`config.mk`:
```
export PLATFORM = sky130hd
export DESIGN_NAME = edo_ctrl
export DESIGN_NICKNAME = d
export VERILOG_FILES = /design/src/rtl/edo_pkg.sv /design/src/rtl/edo_addr_map.sv /design/src/rtl/edo_timer.sv /design/src/rtl/edo_seq.sv /design/src/rtl/edo_ctrl.sv
export SDC_FILE = /design/constraint.sdc
export NUM_CORES = 1
export LEC_CHECK = 0
export BUFFER_PORTS_ARGS = -buffer_cell sky130_fd_sc_hd__clkbuf_2
export CORE_ASPECT_RATIO = 0.9
export CORE_MARGIN = 2
export CORE_UTILIZATION = 43
export DETAILED_ROUTE_END_ITERATION = 8
export PLACE_DENSITY = 0.68
export SLEW_MARGIN = 20
export SYNTH_ARGS = -nofsm -noshare
export SYNTH_HDL_FRONTEND = slang
export SYNTH_HIERARCHICAL = 1
export SYNTH_SLANG_ARGS = --single-unit
```
`constraint.sdc`:
```
create_clock -name clk -period 3.4 [get_ports clk]
set_input_delay 0.34 -clock clk [delete_from_list [all_inputs] [get_ports clk]]
set_output_delay 0.34 -clock clk [all_outputs]
set_load 0.01 [all_outputs]
```
`src/rtl/edo_pkg.sv`:
```
package edo_pkg;

  typedef enum logic [2:0] {
    ST_IDLE,
    ST_ACT,
    ST_WSET,
    ST_CASL,
    ST_CASH,
    ST_OPEN,
    ST_PRE
  } edo_st_e;

  // nanoseconds to clock cycles, rounded up, never below one
  function automatic int ns_to_cyc(input int ns, input int clk_ns);
    int c;
    c = (ns + clk_ns - 1) / clk_ns;
    return (c < 1) ? 1 : c;
  endfunction

  function automatic int imax(input int a, input int b);
    return (a > b) ? a : b;
  endfunction

endpackage

```
`src/rtl/edo_addr_map.sv`:
```
module edo_addr_map #(
  parameter int ADDR_W = 23,
  parameter int ROW_W  = 13,
  parameter int COL_W  = 10,
  parameter int BUS_W  = 13
) (
  input  logic [ADDR_W-1:0] addr,
  output logic [BUS_W-1:0]  row_bus,
  output logic [BUS_W-1:0]  col_bus
);

  logic [ROW_W-1:0] row;
  logic [COL_W-1:0] col;

  assign row = addr[ADDR_W-1:COL_W];
  assign col = addr[COL_W-1:0];

  generate
    if (ROW_W == BUS_W) begin : g_row_full
      assign row_bus = row;
    end else begin : g_row_pad
      assign row_bus = {{(BUS_W-ROW_W){1'b0}}, row};
    end
    if (COL_W == BUS_W) begin : g_col_full
      assign col_bus = col;
    end else begin : g_col_pad
      assign col_bus = {{(BUS_W-COL_W){1'b0}}, col};
    end
  endgenerate

endmodule

```
`src/rtl/edo_timer.sv`:
```
module edo_timer #(
  parameter int W = 8
) (
  input  logic         clk,
  input  logic         rst_n,
  input  logic         load,
  input  logic [W-1:0] load_val,
  output logic         done
);

  logic [W-1:0] cnt;

  always_ff @(posedge clk) begin
    if (!rst_n)           cnt <= '0;
    else if (load)        cnt <= load_val;
    else if (cnt != '0)   cnt <= cnt - 1'b1;
  end

  assign done = (cnt == '0);

endmodule

```
`src/rtl/edo_seq.sv`:
```
module edo_seq
  import edo_pkg::*;
#(
  parameter int BUS_W   = 13,
  parameter int DQ_W    = 8,
  parameter int RCD_C   = 4,
  parameter int CAS_C   = 2,
  parameter int CPW_C   = 1,
  parameter int RP_C    = 3,
  parameter int RC_C    = 9,
  parameter int CMAX_C  = 1000
) (
  input  logic             clk,
  input  logic             rst_n,
  input  logic             req_valid,
  output logic             req_ready,
  input  logic             req_we,
  input  logic [BUS_W-1:0] req_row,
  input  logic [BUS_W-1:0] req_col,
  input  logic [DQ_W-1:0]  req_wdata,
  input  logic             ref_gnt,
  output logic             busy,
  output logic             rd_valid,
  output logic [DQ_W-1:0]  rd_data,
  output logic             ras_n,
  output logic             cas_n,
  output logic             we_n,
  output logic             oe_n,
  output logic [BUS_W-1:0] addr_out,
  output logic [DQ_W-1:0]  dq_out,
  output logic             dq_oe,
  input  logic [DQ_W-1:0]  dq_in
);

  localparam int TMAX  = imax(imax(RCD_C, CAS_C), imax(imax(CPW_C, RP_C), RC_C));
  localparam int CNT_W = $clog2(TMAX + 1);
  localparam int MON_W = 16;
  localparam logic [MON_W-1:0] MON_SAT = '1;

  edo_st_e            st, nxt;
  logic               accept, hit, pend, pend_nxt;
  logic               t_ld, t_done, rc_ld, rc_done;
  logic [CNT_W-1:0]   t_val;
  logic               cur_we;
  logic [BUS_W-1:0]   cur_row, cur_col;
  logic [DQ_W-1:0]    cur_wdata;

  assign req_ready = ((st == ST_IDLE) || (st == ST_OPEN)) && !ref_gnt;
  assign accept    = req_valid && req_ready;
  assign hit       = (req_row == cur_row);

  // next state
  always_comb begin
    nxt      = st;
    pend_nxt = pend;
    unique case (st)
      ST_IDLE: if (accept) nxt = ST_ACT;
      ST_ACT:  if (t_done) nxt = ST_CASL;
      ST_WSET: nxt = ST_CASL;
      ST_CASL: if (t_done) nxt = ST_CASH;
      ST_CASH: if (t_done) nxt = ref_gnt ? ST_PRE : ST_OPEN;
      ST_OPEN: begin
        if (ref_gnt) begin
          nxt = ST_PRE;
        end else if (accept) begin
          if (hit) begin
            nxt = req_we ? ST_WSET : ST_CASL;
          end else begin
            nxt      = ST_PRE;
            pend_nxt = 1'b1;
          end
        end
      end
      ST_PRE: begin
        if (t_done && rc_done) begin
          if (!pend)         nxt = ST_IDLE;
          else if (!ref_gnt) nxt = ST_ACT;
        end
      end
      default: nxt = ST_IDLE;
    endcase
    if (nxt == ST_ACT) pend_nxt = 1'b0;
  end

  // per-state hold counts
  always_comb begin
    unique case (nxt)
      ST_ACT:  t_val = CNT_W'(RCD_C - 1);
      ST_CASL: t_val = CNT_W'(CAS_C - 1);
      ST_CASH: t_val = CNT_W'(CPW_C - 1);
      ST_PRE:  t_val = CNT_W'(RP_C - 1);
      default: t_val = '0;
    endcase
  end

  assign t_ld  = (nxt != st);
  assign rc_ld = (nxt == ST_ACT) && (st != ST_ACT);

  edo_timer #(.W(CNT_W)) i_state_tmr (
    .clk(clk), .rst_n(rst_n), .load(t_ld), .load_val(t_val), .done(t_done)
  );

  edo_timer #(.W(CNT_W)) i_cycle_tmr (
    .clk(clk), .rst_n(rst_n), .load(rc_ld), .load_val(CNT_W'(RC_C - 1)), .done(rc_done)
  );

  always_ff @(posedge clk) begin
    if (!rst_n) begin
      st        <= ST_IDLE;
      pend      <= 1'b0;
      cur_we    <= 1'b0;
      cur_row   <= '0;
      cur_col   <= '0;
      cur_wdata <= '0;
      rd_valid  <= 1'b0;
      rd_data   <= '0;
    end else begin
      st   <= nxt;
      pend <= pend_nxt;
      if (accept) begin
        cur_we    <= req_we;
        cur_row   <= req_row;
        cur_col   <= req_col;
        cur_wdata <= req_wdata;
      end
      // late sample inside the column precharge window
      if ((st == ST_CASH) && t_done && !cur_we) begin
        rd_valid <= 1'b1;
        rd_data  <= dq_in;
      end else begin
        rd_valid <= 1'b0;
      end
    end
  end

  // strobe decode
  assign busy     = (st != ST_IDLE);
  assign ras_n    = !(st inside {ST_ACT, ST_WSET, ST_CASL, ST_CASH, ST_OPEN});
  assign cas_n    = (st != ST_CASL);
  assign we_n     = !(cur_we && (st inside {ST_ACT, ST_WSET, ST_CASL}));
  assign dq_oe    = cur_we && (st inside {ST_ACT, ST_WSET, ST_CASL});
  assign oe_n     = !(!cur_we && (st inside {ST_CASL, ST_CASH}));
  assign addr_out = (st == ST_ACT) ? cur_row : cur_col;
  assign dq_out   = cur_wdata;

  // run-length monitors used by the assertions
  logic [MON_W-1:0] m_ras_hi, m_ras_lo, m_cas_hi, m_cas_lo, m_since_act;

  always_ff @(posedge clk) begin
    if (!rst_n) begin
      m_ras_hi    <= MON_SAT;
      m_ras_lo    <= '0;
      m_cas_hi    <= MON_SAT;
      m_cas_lo    <= '0;
      m_since_act <= MON_SAT;
    end else begin
      m_ras_hi    <= ras_n  ? ((m_ras_hi == MON_SAT) ? m_ras_hi : m_ras_hi + 1'b1) : '0;
      m_ras_lo    <= !ras_n ? ((m_ras_lo == MON_SAT) ? m_ras_lo : m_ras_lo + 1'b1) : '0;
      m_cas_hi    <= cas_n  ? ((m_cas_hi == MON_SAT) ? m_cas_hi : m_cas_hi + 1'b1) : '0;
      m_cas_lo    <= !cas_n ? ((m_cas_lo == MON_SAT) ? m_cas_lo : m_cas_lo + 1'b1) : '0;
      m_since_act <= (!ras_n && (m_ras_lo == '0)) ? MON_W'(1)
                   : ((m_since_act == MON_SAT) ? m_since_act : m_since_act + 1'b1);
    end
  end


  rp_window_chk: assert property (@(posedge clk) disable iff (!rst_n)
    $fell(ras_n) |-> (m_ras_hi >= MON_W'(RP_C)));


  rc_window_chk: assert property (@(posedge clk) disable iff (!rst_n)
    $fell(ras_n) |-> (m_since_act >= MON_W'(RC_C)));


  rcd_window_chk: assert property (@(posedge clk) disable iff (!rst_n)
    $fell(cas_n) |-> (m_ras_lo >= MON_W'(RCD_C)) && (m_cas_hi >= MON_W'(CPW_C)));


  cas_pulse_chk: assert property (@(posedge clk) disable iff (!rst_n)
    $rose(cas_n) |-> (m_cas_lo >= MON_W'(CAS_C)));


  cas_max_chk: assert property (@(posedge clk) disable iff (!rst_n)
    (m_cas_lo <= MON_W'(CMAX_C)));


  early_write_chk: assert property (@(posedge clk) disable iff (!rst_n)
    ($fell(cas_n) && !we_n) |-> ($past(!we_n) && dq_oe && oe_n));


  read_sample_chk: assert property (@(posedge clk) disable iff (!rst_n)
    rd_valid |-> $past(!oe_n));


  ref_park_chk: assert property (@(posedge clk) disable iff (!rst_n)
    (ref_gnt && $past(ref_gnt) && $past(ras_n)) |-> ras_n);


  col_hold_chk: assert property (@(posedge clk) disable iff (!rst_n)
    (!cas_n && $past(!cas_n)) |-> $stable(addr_out));


  busy_cover_chk: assert property (@(posedge clk) disable iff (!rst_n)
    !ras_n |-> busy);

endmodule

```
`src/rtl/edo_ctrl.sv`:
```
module edo_ctrl
  import edo_pkg::*;
#(
  parameter int ADDR_W      = 23,
  parameter bit ROW_HEAVY   = 1'b1,
  parameter int DQ_W        = 8,
  parameter int CLK_NS      = 10,
  parameter int RAC_NS      = 50,
  parameter int CAC_NS      = 13,
  parameter int CAS_MIN_NS  = 8,
  parameter int CP_NS       = 8,
  parameter int PC_NS       = 20,
  parameter int RC_NS       = 84,
  parameter int RP_NS       = 30,
  parameter int CAS_MAX_NS  = 10000,
  localparam int ROW_W      = ROW_HEAVY ? (ADDR_W + 3) / 2 : (ADDR_W + 1) / 2,
  localparam int COL_W      = ADDR_W - ROW_W,
  localparam int BUS_W      = (ROW_W > COL_W) ? ROW_W : COL_W
) (
  input  logic              clk,
  input  logic              rst_n,
  input  logic              req_valid,
  output logic              req_ready,
  input  logic              req_we,
  input  logic [ADDR_W-1:0] req_addr,
  input  logic [DQ_W-1:0]   req_wdata,
  output logic              rd_valid,
  output logic [DQ_W-1:0]   rd_data,
  output logic              busy,
  input  logic              ref_gnt,
  output logic              dram_ras_n,
  output logic              dram_cas_n,
  output logic              dram_we_n,
  output logic              dram_oe_n,
  output logic [BUS_W-1:0]  dram_addr,
  output logic [DQ_W-1:0]   dram_dq_out,
  output logic              dram_dq_oe,
  input  logic [DQ_W-1:0]   dram_dq_in
);

  localparam int RCD_C  = ns_to_cyc(RAC_NS - CAC_NS, CLK_NS);
  localparam int CAS_C  = imax(ns_to_cyc(CAC_NS, CLK_NS), ns_to_cyc(CAS_MIN_NS, CLK_NS));
  localparam int CPW_C  = imax(ns_to_cyc(CP_NS, CLK_NS), ns_to_cyc(PC_NS, CLK_NS) - CAS_C);
  localparam int RP_C   = ns_to_cyc(RP_NS, CLK_NS);
  localparam int RC_C   = ns_to_cyc(RC_NS, CLK_NS);
  localparam int CMAX_C = CAS_MAX_NS / CLK_NS;

  logic [BUS_W-1:0] row_bus, col_bus;

  edo_addr_map #(
    .ADDR_W(ADDR_W), .ROW_W(ROW_W), .COL_W(COL_W), .BUS_W(BUS_W)
  ) i_map (
    .addr(req_addr), .row_bus(row_bus), .col_bus(col_bus)
  );

  edo_seq #(
    .BUS_W(BUS_W), .DQ_W(DQ_W), .RCD_C(RCD_C), .CAS_C(CAS_C),
    .CPW_C(CPW_C), .RP_C(RP_C), .RC_C(RC_C), .CMAX_C(CMAX_C)
  ) i_seq (
    .clk(clk), .rst_n(rst_n),
    .req_valid(req_valid), .req_ready(req_ready), .req_we(req_we),
    .req_row(row_bus), .req_col(col_bus), .req_wdata(req_wdata),
    .ref_gnt(ref_gnt), .busy(busy),
    .rd_valid(rd_valid), .rd_data(rd_data),
    .ras_n(dram_ras_n), .cas_n(dram_cas_n), .we_n(dram_we_n), .oe_n(dram_oe_n),
    .addr_out(dram_addr), .dq_out(dram_dq_out), .dq_oe(dram_dq_oe),
    .dq_in(dram_dq_in)
  );


  reset_idle_chk: assert property (@(posedge clk)
    $past(!rst_n) |-> (dram_ras_n && dram_cas_n && !busy));

endmodule

```
==> metrics.cfg, run 1 <==
[grt]
grt_max_degree = 47
antenna_found_initial = 0
grt_overflow = 0
grt_usage_pct = 16.4
grt_pass1_vias = 2248
grt_first_pass_wirelength_mm = 9.94

[timing]
fmax_mhz = 369
worstMarginPinSlew_ps = 775
setup_violations = 0
maxSlewHeadroom_pct = 48.3
whs_ps = 236
rsz0062_at_grt = no
slew_viol_final = 0
hold_violations = 0
fin_setup_tns_ps = 0
clock_skew_ps = 2.86
post-route-period-util_pct = 79.8
min_period_ps = 2710

[floorplanning]
die_w_um = 90.6
core_area_mm2 = 0.00655
pin_count = 81
placementRows = 28
start_util_pct = 44.3
die_h_um = 82.0
die_area_mm2 = 0.00743

[synthesis]
ys_ff_latch = 56
synth_area_leaders = dfxtp_1 (39%), nand2_1 (10%), buf_4 (7.8%), a21oi_1 (6.7%), xor2_1 (3.9%)
yosysTopAreaCellShare_pct = 38.6
synthDistinctLibCells = 44
synthFlopType = dfxtp_1
ys_seq_area_share_pct = 38.6
synth.avg_cell_area_um2 = 8.45
yosys_warnings = 6
synth_cells = 344
ys_async_sr_fraction_pct = 0
synth-edff-count = 0
syn_area_mm2 = 0.00291
yosys.area.top_type = dfxtp_1

[setup_path]
path_buf_inv = 1
cp_max_fo = 10
critPathTopFamily = simple AND/OR/NAND/NOR gates
critPathSlowestCell = nor4_2
required_ps = 3600
cp-end-kind = flop
cp_slowest_stage_delay_ps = 510
critPathArrivalTime_ps = 2920
worst-setup-path-type = reg -> reg
crit_chain = inv_1 > ha_1 > nor3b_4 > a31oi_1 > or3_1 > a21boi_1 > nor4_2 > nand2b_1 > o21ai_1
start_kind = flop

[routing]
drt_iter0_drc = 83
drc = 0
firstDrtPassIters = 4
ant_nets = 0
num_vias = 2335
viasPerCell = 4.79
routed_wl_mm = 5.90
wl_per_cell_um = 12.1

[clock_tree]
postCtsHoldBufs = 0
cts.repair.resized = 0
clkTransAtPathRegs_ps = 100
cts_made_buffers = 5
cts_sinks = 56
htreeDepth = 2
clock_latency_ps = 310
cts_buffer_depth = 2
cts_tree = done
post_cts_buffers = 0
ctsRootBufferMaster = clkbuf_8

[pwr]
power_density_mw_per_mm2 = 583
ir_drop_uv = 184
power_leakage_nw = 1.51

[final_layout]
final_cell_mix = clkbuf_2 (80), nand2_1 (79), dfxtp_1 (56), a21oi_1 (39)
multi_input_area_mm2 = 0.00150
layout_commonest_cell = clkbuf_2
antenna_cells = 0
fin_util_pct = 49.9
area_delta_synth_final_pct = 12.6
seq_area_mm2 = 0.00112
final_nets = 442
fillers = 646
drive_gt1_share_pct = 28.5

[place]
hpwlAfterDp_mm = 4.16
gp_congestion = 0.821
io_buffers = 80

[run_status]
status = finished, final reports clean

[min_path]
hold_class = in -> reg

[run]
drv_cap = 0

==> metal layers <==
layer / up-vias / global-route usage (%) / wire length (um)
met5: - / 0 / 0
met4: 0 / 5.08 / 56
met3: 5 / 3.94 / 304
met2: 53 / 28.1 / 2710
met1: 1064 / 20.6 / 2830
li1: 1213 / - / -
==> cells in the mapped netlist, drive strengths merged, types with 3 or more instances <==
cell / instances
o21ai: 5
conb: 3
a21o: 3
clkbuf: 8
nand2: 79
nand3: 8
nand2b: 4
inv: 7
nor3: 5
buf: 35
nor4: 4
and2: 4
xnor2: 4
xor2: 13
o31ai: 3
nor2: 13
a21oi: 39
mux2: 15
o211a: 3
nor2b: 3
mux2i: 10
dfxtp: 56
==> path summary, 6_finish.rpt <==
check / from / endpoint / slack (ps) / cells after the start
worst max-delay path: i_seq/i_state_tmr/cnt[0] / i_seq/i_cycle_tmr/cnt[0] / 690 / 9
worst min-delay path: req_addr[5] / i_seq/cur_col[5] / 240 / 3
worst max register to register: i_seq/i_state_tmr/cnt[0] / i_seq/i_cycle_tmr/cnt[0] / 690 / 9
worst min register to register: i_seq/cur_col[9] / i_seq/cur_col[9] / 460 / 2
==> metrics by stage <==
step,power (mW),cells,cell area (um2),worst slack (ps)
after detailed placement,1.53,479,3180,693
after CTS,1.92,487,3270,689
after global routing,2.04,487,3270,454
final,1.91,487,3270,688
after global placement,1.51,479,3180,798
after floorplan,1.39,350,2930,983
==> area by class of cell <==
class / instances / area share, %
clock buffer: 6 / 2.52
sequential: 56 / 34.3
tap: 90 / 3.44
clock inverter: 2 / 0.421
inverter: 7 / 0.803
multi-input combinational: 244 / 45.9
timing repair buffer: 82 / 12.7
==> where the power goes <==
group	total [mW]	switching, mW	internal, mW
Combinational	0.693	0.370	0.323
Clock	0.394	0.226	0.167
Sequential	0.822	0.0840	0.738
Total	1.91	0.680	1.23
==> cells by family after synthesis <==
group / Yosys count / synth area share (%)
AO/OA/AOI/OAI: 60 / 12.7
XOR/XNOR: 17 / 5.12
adder cells (fa/ha/maj): 2 / 0.861
buffers and inverters: 50 / 10.6
flip-flops: 56 / 38.6
multiplexers: 25 / 9.26
other: 3 / 0.388
AND/OR/NAND/NOR: 131 / 22.5
==> flip-flops by register name, indices dropped and copies added, names as in the netlist <==
signal and count:
i_seq/i_state_tmr/cnt 4, i_seq/cur_col 13, i_seq/st 3, i_seq/rd_valid 1, i_seq/rd_data 8, i_seq/dq_out 8
i_seq/cur_we 1, i_seq/cur_row 13, i_seq/i_cycle_tmr/cnt 4, i_seq/pend 1
==> worst reg2reg max path, delay by kind of cell (launching register included) <==
family | cells | cell delay (ps)
compound gates | 3 | 450
fa+ha+maj | 1 | 190
buf+inv | 1 | 90
flops | 1 | 330
simple gates | 4 | 1560
(Power assumes the default switching activity.)
==> inputs of run 2 (changes only) <==
--- a/config.mk
+++ b/config.mk
@@ -10,7 +10,7 @@
 export CORE_MARGIN = 2
 export CORE_UTILIZATION = 43
 export DETAILED_ROUTE_END_ITERATION = 8
-export PLACE_DENSITY = 0.68
+export PLACE_DENSITY = 0.7
 export SLEW_MARGIN = 20
 export SYNTH_ARGS = -nofsm -noshare
 export SYNTH_HDL_FRONTEND = slang
==> constraint.sdc (replaced) <==
create_clock -name clk -period 2.2 [get_ports clk]
set_input_delay 0.22 -clock clk [delete_from_list [all_inputs] [get_ports clk]]
set_output_delay 0.22 -clock clk [all_outputs]
set_load 0.01 [all_outputs]
==> run 2 against run 1 <==
Non-clock buffer count grew 14. Routed wire length grew 1.8%. Cell count grew 2.9%. First-iteration DRC count grew 29%. Global-route usage grew 0.21 points. Clock skew grew 3.5 ps. Critical path type unchanged. Largest cell class unchanged.
==> metrics.cfg, run 2 (same netlist as run 1, synthesis figures left out) <==
[grt]
grt_max_degree = 37
antenna_found_initial = 0
grt_usage_pct = 16.6
grt_overflow = 0
grt_pass1_vias = 2221
grt_first_pass_wirelength_mm = 10.1

[routing]
wl_per_cell_um = 12.0
drc = 0
num_vias = 2410
firstDrtPassIters = 4
drt_iter0_drc = 107
ant_nets = 0
routed_wl_mm = 6.01
viasPerCell = 4.81

[final_layout]
reg.largest.list = i_seq/cur_col: 13 flops, i_seq/cur_row: 13 flops
layout_commonest_cell = clkbuf_2
final_cell_mix = clkbuf_2 (80), nand2_1 (79), dfxtp_1 (52), a21oi_1 (39), buf_4 (14)
fin_util_pct = 52.7
area_delta_synth_final_pct = 18.7
antenna_cells = 0
final_nets = 456
drive_gt1_share_pct = 33.6

[setup_path]
timing.rr.end = i_seq/i_cycle_tmr/cnt[0]
worst-setup-path-type = reg -> reg
critPathTopFamily = simple AND/OR/NAND/NOR gates
start_kind = flop
r2r_setup_slack_ps = 20
required_ps = 2400
cp_max_fo = 6
r2r_cells = 9
reg2reg_from = i_seq/i_state_tmr/cnt[1]
critPathSlowestCell = nor4_4
cp-end-kind = flop
critPathArrivalTime_ps = 2380
crit_chain = inv_2 > ha_4 > nor3b_4 > a21oi_1 > or3_1 > a21boi_4 > nor4_4 > nand2b_4 > o21ai_1
path_buf_inv = 1
cp_slowest_stage_delay_ps = 380

[floorplanning]
die_h_um = 82.0
start_util_pct = 44.3
die_area_mm2 = 0.00743
pin_count = 81
placementRows = 28
die_w_um = 90.6
core_area_mm2 = 0.00655

[place]
hpwlAfterDp_mm = 4.42
gp_congestion = 0.951
io_buffers = 80

[clock_tree]
clock_latency_ps = 300
cts_made_buffers = 5
clkTransAtPathRegs_ps = 100
cts_buffer_depth = 2
ctsRootBufferMaster = clkbuf_8
postCtsHoldBufs = 0
cts_sinks = 56
htreeDepth = 2
cts_tree = done

[timing]
fmax_mhz = 458
clock_skew_ps = 6.34
setup_violations = 0
hold_violations = 0
whs_ps = 121
rsz0062_at_grt = yes
slew_viol_final = 0
min_period_ps = 2180
post-route-period-util_pct = 99.2

[min_path]
min-delay-start = req_wdata[7]
holdPathStages = 3
min_to = i_seq/dq_out[7]
hold_class = in -> reg

[pwr]
power_leakage_nw = 1.60
power_density_mw_per_mm2 = 917
ir_drop_uv = 409
power.total_mw = 3.16

[run]
drv_cap = 0

[run_status]
status = finished, final reports clean

==> run 2: metrics by stage <==
step                instance area, um2  setup slack, ps  TNS [ps]  instances
floorplan                         2970            -14.0     -21.0        350
global placement                  3340             54.4         0        492
detailed placement                3340            -14.3     -28.5        492
CTS                               3440             1.14         0        500
global route                      3450            -98.2      -361        501
finish                            3450             16.9         0        501
==> run 2: worst min-delay path: stages <==
cell and delay, ps:
clkbuf_2 80, nand2_1 40, a21oi_1 50
==> run 2: cell type report <==
class                           instances  area, um2
Fill cell                             671       3100
Multi-Input combinational cell        244       1540
Sequential cell                        56       1130
Timing Repair Buffer                   96        546
Tap cell                               90        113
Clock buffer                            6       82.6
Inverter                                7       26.3
Clock inverter                          2       13.8
==> run 2: per-layer routing <==
layer	part of all wire, %	global-route usage [%]	vias up
met5	0	0	-
met4	0.57	4.15	0
met3	6.1	3.94	2
met2	46	28.3	68
met1	48	21.5	1099
li1	-	-	1241
==> run 2: worst max-delay path by stage <==
stage,endpoint,slack [ps],cells past startpoint,from
2_1_floorplan,i_seq/i_cycle_tmr/cnt[3],-10,9,i_seq/i_state_tmr/cnt[1]
3_3_place_gp,i_seq/i_cycle_tmr/cnt[0],50,9,i_seq/i_state_tmr/cnt[1]
3_5_place_dp,i_seq/i_cycle_tmr/cnt[0],-10,9,i_seq/i_cycle_tmr/cnt[0]
4_1_cts,i_seq/i_cycle_tmr/cnt[0],1,10,i_seq/i_state_tmr/cnt[1]
5_1_grt,i_seq/i_cycle_tmr/cnt[3],-100,9,i_seq/i_state_tmr/cnt[1]
6_report,i_seq/i_cycle_tmr/cnt[0],20,9,i_seq/i_state_tmr/cnt[1]
==> run 2: timing repair <==
action,4_1_cts,5_1_grt
setup endpoints to repair,3,20
pin swaps,1,1
resized for setup,0,4
buffers inserted,0,1
cloned,0,0
endpoints found under the hold margin,0,0
==> run 2: power breakdown <==
part	switching, mW	internal (mW)
Sequential	0.117	1.15
Clock	0.346	0.259
Combinational	0.633	0.663
Total	1.10	2.07
==> inputs of run 3 (changes only) <==
--- a/config.mk
+++ b/config.mk
@@ -9,10 +9,11 @@
 export CORE_ASPECT_RATIO = 0.9
 export CORE_MARGIN = 2
 export CORE_UTILIZATION = 43
+export CTS_CLUSTER_SIZE = 10
 export DETAILED_ROUTE_END_ITERATION = 8
-export PLACE_DENSITY = 0.7
+export GPL_ROUTABILITY_DRIVEN = 0
+export PLACE_DENSITY = 0.71
 export SLEW_MARGIN = 20
 export SYNTH_ARGS = -nofsm -noshare
 export SYNTH_HDL_FRONTEND = slang
-export SYNTH_HIERARCHICAL = 1
 export SYNTH_SLANG_ARGS = --single-unit
==> run 3 against run 2 <==
Sequential share of layout area fell by 1.6 points. Clock power shrank 10%. Via count grew 2.7%. Non-clock buffer count up 8. Combinational power grew 47%. Final area down 0.62%. Critical path depth is the same. Count of clock-buffer cells in the layout up 1. Critical endpoint is now i_seq.i_cycle_tmr.cnt[0].
==> metrics.cfg, run 3 <==
[run_status]
status = finished, final reports clean

[synthesis]
synthFlopType = dfxtp_1
synth.avg_cell_area_um2 = 8.50
yosysMostFrequentCell = nand2_1
ys_ff_latch = 53
yosysTopAreaCellShare_pct = 39.5
synth_area_leaders = dfxtp_1 (40%), nand2_1 (11%), a21boi_0 (8.7%), xor2_1 (4.2%), mux2_2 (4.2%)
yosys.area.top_type = dfxtp_1
synth_cells = 316
ys_seq_area_share_pct = 39.5
syn-num-nets = 363
yosys_warnings = 0
synth-edff-count = 0
syn_area_mm2 = 0.00269
ys_async_sr_fraction_pct = 0
synthDistinctLibCells = 46
synth_commonest_cells = nand2_1 (76), dfxtp_1 (53), a21boi_0 (31)

[pwr]
power.total_mw = 3.72
power_density_mw_per_mm2 = 1080
power_leakage_nw = 1.48
ir_drop_uv = 393

[timing]
min_period_ps = 2150
hold_violations = 0
fmax_mhz = 466
maxSlewHeadroom_pct = 45.6
clock_skew_ps = 3.16
setup_violations = 0
post-route-period-util_pct = 97.6
slew_viol_final = 0
rsz0062_at_grt = yes
setup_ws_ps = 53.3
worstMarginPinSlew_ps = 816

[final_layout]
area_delta_synth_final_pct = 27.7
multi_input_area_mm2 = 0.00155
top_register = i_seq.cur_row
reg.largest.list = i_seq.cur_row: 13 flops, i_seq.cur_col: 10 flops
largest_reg_flops = 13
final_nets = 456
drive_gt1_share_pct = 34.2
seq_area_mm2 = 0.00106
final_cell_mix = clkbuf_2 (80), nand2_1 (76), dfxtp_1 (50), a21boi_0 (31), buf_4 (22)
layout_commonest_cell = clkbuf_2
antenna_cells = 0
layout.cells.non_filler = 481
fillers = 581

[clock_tree]
ctsRootBufferMaster = clkbuf_8
cts_made_buffers = 5
cts_sinks = 53
postCtsHoldBufs = 0
clock_latency_ps = 300
cts_tree = done
cts_buffer_depth = 2
htreeDepth = 2
clkTransAtPathRegs_ps = 90

[floorplanning]
die_w_um = 87.3
core_area_mm2 = 0.00608
die_h_um = 79.0
placementRows = 27
die_area_mm2 = 0.00689
start_util_pct = 44.2
pin_count = 81

[grt]
grt_first_pass_wirelength_mm = 10.3
grt_pass1_vias = 2348
grt_overflow = 0
grt_usage_pct = 18.7
grt_max_degree = 53
antenna_found_initial = 0

[place]
io_buffers = 80
dp_slack_ps = -94.6
dp_cells = 468
hpwlAfterDp_mm = 4.55

[routing]
drc = 0
routed_wl_mm = 6.21
firstDrtPassIters = 4
drt_iter0_drc = 80
wl_per_cell_um = 12.9
viasPerCell = 5.15
ant_nets = 0
num_vias = 2475

[setup_path]
crit_chain = inv_2 > ha_4 > buf_4 > nor3b_2 > nand3_1 > a221o_1 > a211oi_2 > nand2b_2 > and3_4
required_ps = 2400
worst-setup-path-type = reg -> reg
start_kind = flop
cp_slowest_stage_delay_ps = 400
cp-end-kind = flop
cp_max_fo = 4
critPathArrivalTime_ps = 2350
critPathSlowestCell = a221o_1

[min_path]
hold_class = in -> reg

[run]
drv_cap = 0

-- run 3: cell count changes in the layout (fill, tap and decap cells not counted), sizes merged, moves of 6 or more --
cell / previous run / this run
a21boi: 1 / 35
buf: 16 / 24
conb: 9 / 0
nor2b: 3 / 12
a21oi: 39 / 8
nor2: 13 / 7
nand3: 8 / 1
-- run 3: repair_timing --
item	in CTS	in global routing
setup buffers	5	1
resized for setup	6	5
endpoints found under the setup margin	4	18
pin swaps	4	3
-- run 3: worst paths after layout --
check / slack (ps) / start / end / cells after the start
setup / recovery: 50 / i_seq.i_state_tmr.cnt[0] / i_seq.i_cycle_tmr.cnt[0] / 9
hold / removal: 140 / req_addr[9] / i_seq.cur_col[9] / 3
setup reg to reg: 50 / i_seq.i_state_tmr.cnt[0] / i_seq.i_cycle_tmr.cnt[0] / 9
hold reg to reg: 470 / i_seq.cur_col[1] / i_seq.cur_col[1] / 2
-- run 3: cell families after synthesis --
group	count (synthesis)	share of synthesized area, %
AO/OA/AOI/OAI	63	16.9
flip-flops	53	39.5
multiplexers	20	7.92
XOR/XNOR	16	5.22
adder cells (fa/ha/maj)	3	1.40
AND/OR/NAND/NOR	135	25.2
buffers and inverters	26	3.91
-- run 3: area by class of cell --
type                            instances  share of cell area, %
Clock buffer                            7                   2.52
Inverter                                8                  0.876
Multi-Input combinational cell        237                   45.3
Sequential cell                        53                   31.1
Tap cell                               72                   2.63
Timing Repair Buffer                  104                   17.7
-- run 3: routing by layer --
| layer | vias to the layer above | global-route usage [%] | wire (um) | part of all wire (%) |
|---|---|---|---|---|
| li1 | 1260 | - | - | - |
| met1 | 1142 | 21.9 | 2810 | 45 |
| met2 | 65 | 32.5 | 2940 | 47 |
| met3 | 8 | 5.41 | 354 | 5.7 |
| met4 | 0 | 6.31 | 99 | 1.6 |
| met5 | - | 0 | 0 | 0 |
-- run 3: report_power, final --
group          total, mW  internal (mW)  switching [mW]
clock network      0.542          0.250           0.292
registers           1.26           1.13           0.136
logic               1.91          0.963           0.948
-- run 3: through the flow --
stage | util [%] | setup TNS, ps | area [um2] | hold slack (ps)
2_1_floorplan | - | 0 | 2690 | 355
3_3_place_gp | 53.7 | 0 | 3270 | 452
3_5_place_dp | 53.7 | -298 | 3270 | 460
4_1_cts | 56.0 | 0 | 3400 | 141
5_1_grt | 56.4 | -194 | 3430 | 147
6_report | 56.4 | 0 | 3430 | 142
-- run 3: worst max-delay path, delay by kind of cell (launching register included) --
| family | cells | cell delay [ps] |
|---|---|---|
| and+or+nand+nor | 4 | 740 |
| AOI/OAI and AO/OA | 2 | 680 |
| DFF | 1 | 330 |
| buffers and inverters | 2 | 170 |
| adders and majority gates | 1 | 120 |
